$ cat config.mk
export PLATFORM = sky130hd
export DESIGN_NAME = tile_own_filter
export DESIGN_NICKNAME = d
export VERILOG_FILES = /design/src/rtl/tile_own_pkg.sv /design/src/rtl/tile_own_conv.sv /design/src/rtl/tile_own_rowsel.sv /design/src/rtl/tile_own_filter.sv
export SDC_FILE = /design/constraint.sdc
export NUM_CORES = 1
export LEC_CHECK = 0
export ABC_AREA = 1
export ABC_CLOCK_PERIOD_IN_PS = 13350
export CORE_MARGIN = 1
export CORE_UTILIZATION = 55
export CTS_BUF_LIST = sky130_fd_sc_hd__clkbuf_16
export CTS_CLUSTER_DIAMETER = 150
export DETAILED_ROUTE_END_ITERATION = 8
export GPL_TIMING_DRIVEN = 0
export PLACE_DENSITY = 0.78
export RECOVER_POWER = 50
export SETUP_SLACK_MARGIN = 0.2
export SLEW_MARGIN = 20
export SYNTH_ARGS = -nofsm -noshare
export SYNTH_HDL_FRONTEND = slang
export SYNTH_SLANG_ARGS = --single-unit
$ cat constraint.sdc
create_clock -name clk_i -period 13.35 [get_ports clk_i]
set_input_delay 2.67 -clock clk_i [delete_from_list [all_inputs] [get_ports clk_i]]
set_output_delay 2.67 -clock clk_i [all_outputs]
set_load 0.1 [all_outputs]
$ cat src/rtl/tile_own_pkg.sv
package tile_own_pkg;

  typedef enum logic [1:0] {
    MODE_ONE  = 2'd0,
    MODE_TWO  = 2'd1,
    MODE_FOUR = 2'd2
  } chip_mode_e;

  typedef enum logic {
    ST_IDLE = 1'b0,
    ST_EMIT = 1'b1
  } walk_st_e;

  function automatic chip_mode_e decode_mode(input logic [1:0] sel);
    case (sel)
      2'd0:    return MODE_ONE;
      2'd1:    return MODE_TWO;
      default: return MODE_FOUR;
    endcase
  endfunction

  function automatic logic [2:0] decode_shift(input logic [1:0] sel);
    case (sel)
      2'd0:    return 3'd4;
      2'd1:    return 3'd5;
      default: return 3'd6;
    endcase
  endfunction

endpackage

$ cat src/rtl/tile_own_conv.sv
module tile_own_conv #(
  parameter int COORD_W = 12
) (
  input  logic [2:0]         shift_i,
  input  logic [COORD_W-1:0] scr_w_i,
  input  logic [COORD_W-1:0] scr_h_i,
  input  logic [COORD_W-1:0] px_i [4],  // x0, y0, x1, y1
  output logic [COORD_W-1:0] tc_o [4]
);

  logic [COORD_W-1:0] lim_x, lim_y;

  assign lim_x = scr_w_i - COORD_W'(1);
  assign lim_y = scr_h_i - COORD_W'(1);

  for (genvar g = 0; g < 4; g++) begin : g_corner
    logic [COORD_W-1:0] lim, clmp;
    assign lim     = (g % 2 == 0) ? lim_x : lim_y;
    assign clmp    = (px_i[g] > lim) ? lim : px_i[g];
    assign tc_o[g] = clmp >> shift_i;
  end

endmodule

$ cat src/rtl/tile_own_rowsel.sv
module tile_own_rowsel
  import tile_own_pkg::*;
#(
  parameter int TCW = 12
) (
  input  chip_mode_e     mode_i,
  input  logic           own_bit_i,
  input  logic           ypar_i,
  input  logic [TCW-1:0] tx0_i,
  input  logic [TCW-1:0] tx1_i,
  output logic [TCW-1:0] fx_o,
  output logic           ok_o
);

  logic want;

  // parity of the first owned column in this row
  always_comb begin
    case (mode_i)
      MODE_TWO:  want = own_bit_i ^ ypar_i;
      MODE_FOUR: want = own_bit_i;
      default:   want = tx0_i[0];
    endcase
  end

  assign fx_o = tx0_i + TCW'(tx0_i[0] != want);
  assign ok_o = (fx_o <= tx1_i);

endmodule

$ cat src/rtl/tile_own_filter.sv
module tile_own_filter
  import tile_own_pkg::*;
#(
  parameter int COORD_W = 12,
  localparam int TW     = COORD_W - 4,
  localparam int TCW    = COORD_W
) (
  input  logic               clk_i,
  input  logic               rst_ni,
  input  logic [1:0]         tile_sel_i,
  input  logic [1:0]         chip_cnt_i,
  input  logic [1:0]         chip_idx_i,
  input  logic [COORD_W-1:0] scr_w_i,
  input  logic [COORD_W-1:0] scr_h_i,
  input  logic [COORD_W-1:0] bb_x0_i,
  input  logic [COORD_W-1:0] bb_y0_i,
  input  logic [COORD_W-1:0] bb_x1_i,
  input  logic [COORD_W-1:0] bb_y1_i,
  input  logic               bb_valid_i,
  output logic               bb_ready_o,
  output logic [TW-1:0]      tile_x_o,
  output logic [TW-1:0]      tile_y_o,
  output logic               tile_last_o,
  output logic               tile_valid_o,
  input  logic               tile_ready_i,
  output logic               reject_o
);

  walk_st_e       state_q;
  chip_mode_e     mode_q;
  logic [1:0]     idx_q;
  logic [TCW-1:0] tx0_q, tx1_q, ty0_q, ty1_q, x_q, y_q;
  logic           reject_q;

  logic               idle, accept;
  logic [COORD_W-1:0] px [4];
  logic [TCW-1:0]     in_tc [4];
  logic [2:0]         in_shift;
  chip_mode_e         in_mode, cur_mode;
  logic               cur_own;
  logic [TCW-1:0]     cur_tx0, cur_tx1, cur_ty1, start_y;
  logic [TCW-1:0]     row_y [2];
  logic [TCW-1:0]     row_fx [2];
  logic               row_ok [2];
  logic [TCW-1:0]     nrow_y, nrow_fx, step_x;
  logic               nrow_ok, step_ok;

  assign px[0]    = bb_x0_i;
  assign px[1]    = bb_y0_i;
  assign px[2]    = bb_x1_i;
  assign px[3]    = bb_y1_i;
  assign in_shift = decode_shift(tile_sel_i);
  assign in_mode  = decode_mode(chip_cnt_i);

  tile_own_conv #(.COORD_W(COORD_W)) u_conv (
    .shift_i (in_shift),
    .scr_w_i (scr_w_i),
    .scr_h_i (scr_h_i),
    .px_i    (px),
    .tc_o    (in_tc)
  );

  assign idle   = (state_q == ST_IDLE);
  assign accept = idle && bb_valid_i;

  // live inputs while idle, captured copy while walking
  assign cur_mode = idle ? in_mode       : mode_q;
  assign cur_own  = idle ? chip_idx_i[0] : idx_q[0];
  assign cur_tx0  = idle ? in_tc[0]      : tx0_q;
  assign cur_tx1  = idle ? in_tc[2]      : tx1_q;
  assign cur_ty1  = idle ? in_tc[3]      : ty1_q;

  assign start_y = in_tc[1] + TCW'((in_mode == MODE_FOUR) && (in_tc[1][0] != chip_idx_i[1]));

  // candidate 0 is the natural next row, candidate 1 skips one more
  assign row_y[0] = idle ? start_y
                         : y_q + ((mode_q == MODE_FOUR) ? TCW'(2) : TCW'(1));
  assign row_y[1] = idle ? start_y + TCW'(1) : y_q + TCW'(2);

  for (genvar g = 0; g < 2; g++) begin : g_row
    tile_own_rowsel #(.TCW(TCW)) u_row (
      .mode_i    (cur_mode),
      .own_bit_i (cur_own),
      .ypar_i    (row_y[g][0]),
      .tx0_i     (cur_tx0),
      .tx1_i     (cur_tx1),
      .fx_o      (row_fx[g]),
      .ok_o      (row_ok[g])
    );
  end

  assign nrow_y  = row_ok[0] ? row_y[0]  : row_y[1];
  assign nrow_fx = row_ok[0] ? row_fx[0] : row_fx[1];
  assign nrow_ok = (row_ok[0] || row_ok[1]) && (nrow_y <= cur_ty1);

  assign step_x  = x_q + ((mode_q == MODE_ONE) ? TCW'(1) : TCW'(2));
  assign step_ok = (step_x <= tx1_q);

  always_ff @(posedge clk_i or negedge rst_ni) begin
    if (!rst_ni) begin
      state_q  <= ST_IDLE;
      mode_q   <= MODE_ONE;
      idx_q    <= '0;
      tx0_q    <= '0;
      tx1_q    <= '0;
      ty0_q    <= '0;
      ty1_q    <= '0;
      x_q      <= '0;
      y_q      <= '0;
      reject_q <= 1'b0;
    end else begin
      reject_q <= accept && !nrow_ok;
      case (state_q)
        ST_IDLE: begin
          if (accept && nrow_ok) begin
            state_q <= ST_EMIT;
            mode_q  <= in_mode;
            idx_q   <= chip_idx_i;
            tx0_q   <= in_tc[0];
            ty0_q   <= in_tc[1];
            tx1_q   <= in_tc[2];
            ty1_q   <= in_tc[3];
            x_q     <= nrow_fx;
            y_q     <= nrow_y;
          end
        end
        default: begin
          if (tile_ready_i) begin
            if (step_ok) begin
              x_q <= step_x;
            end else if (nrow_ok) begin
              x_q <= nrow_fx;
              y_q <= nrow_y;
            end else begin
              state_q <= ST_IDLE;
            end
          end
        end
      endcase
    end
  end

  assign bb_ready_o   = idle;
  assign tile_valid_o = !idle;
  assign tile_x_o     = x_q[TW-1:0];
  assign tile_y_o     = y_q[TW-1:0];
  assign tile_last_o  = !idle && !step_ok && !nrow_ok;
  assign reject_o     = reject_q;

  AST_REJ_SILENT: assert property (@(posedge clk_i) disable iff (!rst_ni)
    reject_o |-> !tile_valid_o);

  AST_REJ_CAUSE: assert property (@(posedge clk_i) disable iff (!rst_ni)
    reject_o |-> $past(bb_valid_i && bb_ready_o));

  AST_HOLD: assert property (@(posedge clk_i) disable iff (!rst_ni)
    tile_valid_o && !tile_ready_i |=> tile_valid_o && $stable(tile_x_o) && $stable(tile_y_o));

  AST_OWNED: assert property (@(posedge clk_i) disable iff (!rst_ni)
    tile_valid_o |-> (mode_q == MODE_ONE)
                  || (mode_q == MODE_TWO && ((x_q[0] ^ y_q[0]) == idx_q[0]))
                  || (mode_q == MODE_FOUR && x_q[0] == idx_q[0] && y_q[0] == idx_q[1]));

  AST_IN_BOX: assert property (@(posedge clk_i) disable iff (!rst_ni)
    tile_valid_o |-> x_q >= tx0_q && x_q <= tx1_q && y_q >= ty0_q && y_q <= ty1_q);

  AST_ORDER: assert property (@(posedge clk_i) disable iff (!rst_ni)
    tile_valid_o && tile_ready_i && !tile_last_o |=>
      tile_valid_o && (y_q > $past(y_q) || (y_q == $past(y_q) && x_q > $past(x_q))));

  AST_LAST_IDLE: assert property (@(posedge clk_i) disable iff (!rst_ni)
    tile_valid_o && tile_ready_i && tile_last_o |=> bb_ready_o);

  AST_MID_CONT: assert property (@(posedge clk_i) disable iff (!rst_ni)
    tile_valid_o && tile_ready_i && !tile_last_o |=> !bb_ready_o);

endmodule

==> flow_metrics.env <==
export IMPL_globalplace_congestion=1.02
export IMPL_areaGrowthSynthToFinish_pct=23.6
export IMPL_destination_of_the_critical_timing_path="tile_last_o"
export IMPL_io_pins=102
export IMPL_hold_buf_count_cts=0
export IMPL_die_width_um=121
export IMPL_synth_area_per_cell_sq_um=6.67
export IMPL_routed_wire_length_per_instance_um=15.4
export IMPL_pre_cts_slack_ns=-1.55
export IMPL_worst_slew_margin_rel_pct=-100
export IMPL_synth_net_count=1337
export IMPL_seqCellArea_sq_um=1330
export IMPL_ff2ff_path_depth=39
export IMPL_critPathRequiredTime_ns=10.68
export IMPL_fin_worst_skew_ns=0.00377
export IMPL_fmax_mhz=77.9
export IMPL_crit_slowest_cell="clkdlybuf4s50_1"
export IMPL_htreeDepth=2
export IMPL_die_height_um=121
export IMPL_initial_utilization_pct=56.1
export IMPL_drt_iter0_drc=550
export IMPL_r2r_start="tile_valid_o$_DFF_PN0_"
export IMPL_finalHoldViolCount=0
export IMPL_drcViolationCount=2
export IMPL_synth_seq_cells=53
export IMPL_firstDrtPassIters=7
export IMPL_timing_critical_path_arrival_ns=10.17
export IMPL_final_common_cell="nand2_1"
export IMPL_fill_count=1275
export IMPL_layout_min_cycle_time_ns=12.84
export IMPL_clock_path_buffers=2
export IMPL_critical_path_top_cell_by_count="nand2_1"
export IMPL_die_area_sq_um=14600
export IMPL_yosys_top_cells_area="dfrtp_1 (17%), ha_1 (15%), nand2_1 (13%)"
export IMPL_cp_slowest_stage_delay_ns=0.41
export IMPL_r2r_slack_ns=6.43
export IMPL_synth_edf_count=0
export IMPL_post_synth_instance_area_sq_um=7760
export IMPL_routed_via_count=8214
export IMPL_drtAntennaViolNets=0
export IMPL_worstSkewPairLatency_ns=0.30
export IMPL_critPathCaptureType="output port"
export IMPL_dp_hpwl_mm=18.2
export IMPL_gr_usage_all_layers_pct=31.2
export IMPL_layout_common_cells="nand2_1 (261), inv_1 (149), nor2_1 (90)"
export IMPL_ys_async_sr_fraction_pct=100
export IMPL_synth_top_area_cell="dfrtp_1"
export IMPL_final_max_slew_violation_count=54
export IMPL_cts_num_sinks=53
export IMPL_critical_path_class="input port to output port"
export IMPL_tritoncts="done"
export IMPL_yosysUniqueCellTypes=59
export IMPL_wirelength_mm=22.7
export IMPL_powerDensity_nw_per_um2=275
export IMPL_tightestPinTransition_ns=3.00
export IMPL_critical_path_peak_fanout=10
export IMPL_clk_slew_on_worst_s_h_paths_ns=0.07
export IMPL_grt_first_pass_wirelength_mm=35.9
export IMPL_irDropWorstVdd_v=0.000117
export IMPL_critical_path_launch_point="scr_w_i[0]"
export IMPL_tritoncts_num_buffers=5
export IMPL_design_core_area_sq_um=13800
export IMPL_synth_seq_area_share_pct=17.1
export IMPL_rr_endpoint="x_q[6]$_DFFE_PN0P_"
export IMPL_nNetsFinal=1464
export IMPL_postSynthCellCount=1163
export IMPL_grt_overflow=0
export IMPL_static_leakage_uw=0.00463
export IMPL_grt_start_max_net_pins=54
export IMPL_fin_crit_sh_pct=96.2
export IMPL_drive_above_1_share_pct=15.9
export IMPL_multi_input_area_sq_um=5750
export IMPL_yosys_warnings=0
export IMPL_grt_antenna_before_repair=0
export IMPL_p_total_uw=2640
export IMPL_postLayoutCoreUtil_pct=69.4
export IMPL_synthDominantCellAreaShare_pct=17.1
export IMPL_setup_repair_after_global_routing_missed_its_margin="false"
export IMPL_vias_per_cell=5.58
export IMPL_outcome="finished, violations left"
export IMPL_final_setup_viol_count=0
export IMPL_n_antenna_cell=0
export IMPL_synth_flop_cell="dfrtp_1"
export IMPL_core_rows=43
export IMPL_violations_in_the_final_reports="design-rule violations, max-capacitance violations, max-slew violations"
export IMPL_timing_hold_worst_class="flop to flop"
export IMPL_first_global_vias=7418
export IMPL_ctsRootBufferMaster="clkbuf_16"
export IMPL_io_buffer_count=100
export IMPL_critPathLaunchType="input port"
export IMPL_drv_max_cap_violation_count=1
export IMPL_post_route_worst_setup_slack_ns=0.511
how the worst min path moves through the flow:
stage	slack, ns	cells after the start	endpoint	from
CTS	0.49	2	tx0_q[4]$_DFFE_PN0P_	tx0_q[4]$_DFFE_PN0P_
global placement	0.46	2	tx0_q[4]$_DFFE_PN0P_	tx0_q[4]$_DFFE_PN0P_
finish	0.49	2	tx0_q[4]$_DFFE_PN0P_	tx0_q[4]$_DFFE_PN0P_
detailed placement	0.47	2	tx0_q[4]$_DFFE_PN0P_	tx0_q[4]$_DFFE_PN0P_
global route	0.52	2	ty1_q[2]$_DFFE_PN0P_	ty1_q[2]$_DFFE_PN0P_
floorplan	0.45	2	tx0_q[4]$_DFFE_PN0P_	tx0_q[4]$_DFFE_PN0P_
final cells by class:
class | instances | share of cell area, %
tap | 180 | 2.35
sequential | 53 | 13.8
clock buffer | 5 | 1.30
clock inverter | 3 | 0.483
timing repair buffer | 120 | 12.0
multi-input combinational | 898 | 59.9
buffer | 49 | 3.69
inverter | 163 | 6.43
sequential cells by signal, indices dropped and copies added, names as in the netlist:
| register | cells |
|---|---|
| tx0_q | 8 |
| idx_q | 1 |
| reject_o | 1 |
| tile_valid_o | 1 |
| x_q | 12 |
| tx1_q | 8 |
| mode_q | 2 |
| y_q | 12 |
| ty1_q | 8 |
cell usage after synthesis, drive strengths merged, types with 3 or more instances:
master / number
nand2: 282
inv: 163
nor2: 107
o21ai: 102
nand3: 95
ha: 90
a21oi: 71
dfrtp: 53
xor2: 36
buf: 34
nor3: 17
clkbuf: 15
o211ai: 14
nand4: 10
o221ai: 10
xnor2: 8
nand3b: 6
o22ai: 6
a21boi: 5
a211oi: 4
and2: 3
mux2i: 3
nor4: 3
o21a: 3
o31ai: 3
layer usage:
metal | part of all wire, % | global-route usage, % | vias up | wire length, um
li1 | - | - | 4122 | -
met4 | 3.0 | 10.8 | 0 | 669
met5 | 0 | 0 | - | 0
met1 | 45 | 40.8 | 3755 | 10200
met2 | 47 | 53.1 | 296 | 10700
met3 | 5.1 | 3.40 | 41 | 1160
what timing repair did:
| item | CTS | global route |
|---|---|---|
| pin swaps | 0 | 16 |
| buffers inserted | 1 | 19 |
| resized for setup | 27 | 58 |
| endpoints found under the setup margin | 1 | 1 |
worst max-delay path: cells and delay by family:
kind	cells	cell delay, ns
and+or+nand+nor	22	2.57
AOI/OAI and AO/OA	14	1.92
buffers and inverters	11	1.39
adders and majority gates	5	1.18
xor gates and xnor gates	2	0.39
power breakdown:
group | internal [uW] | leakage (uW) | switching, uW
logic | 810 | 0.00391 | 1390
registers | 235 | 0.000642 | 49.7
clock network | 89.0 | 0.0000800 | 65.9
kinds of logic (layout without fill, tap and decap cells):
| family | after synthesis | count (layout) | share of synthesized area (%) |
|---|---|---|---|
| buffers and inverters | 212 | 340 | 12.1 |
| adders and majority gates | 92 | 92 | 15.0 |
| and+or+nand+nor | 525 | 525 | 30.9 |
| DFF | 53 | 53 | 17.1 |
| muxes | 3 | 3 | 0.387 |
| xor gates and xnor gates | 44 | 44 | 5.06 |
| AOI/OAI and AO/OA | 234 | 234 | 19.5 |
metrics by stage:
stage	setup TNS [ns]	instance area, sq um	hold WS, ns	std cells
6_report	0	9590	0.494	1471
3_5_place_dp	-1.55	8980	0.473	1443
5_1_grt	0	9590	0.517	1471
2_1_floorplan	0	7760	0.451	1163
4_1_cts	0	9230	0.490	1452
3_3_place_gp	-1.42	8980	0.465	1443
Note: power is estimated with default switching activity, not from simulation.
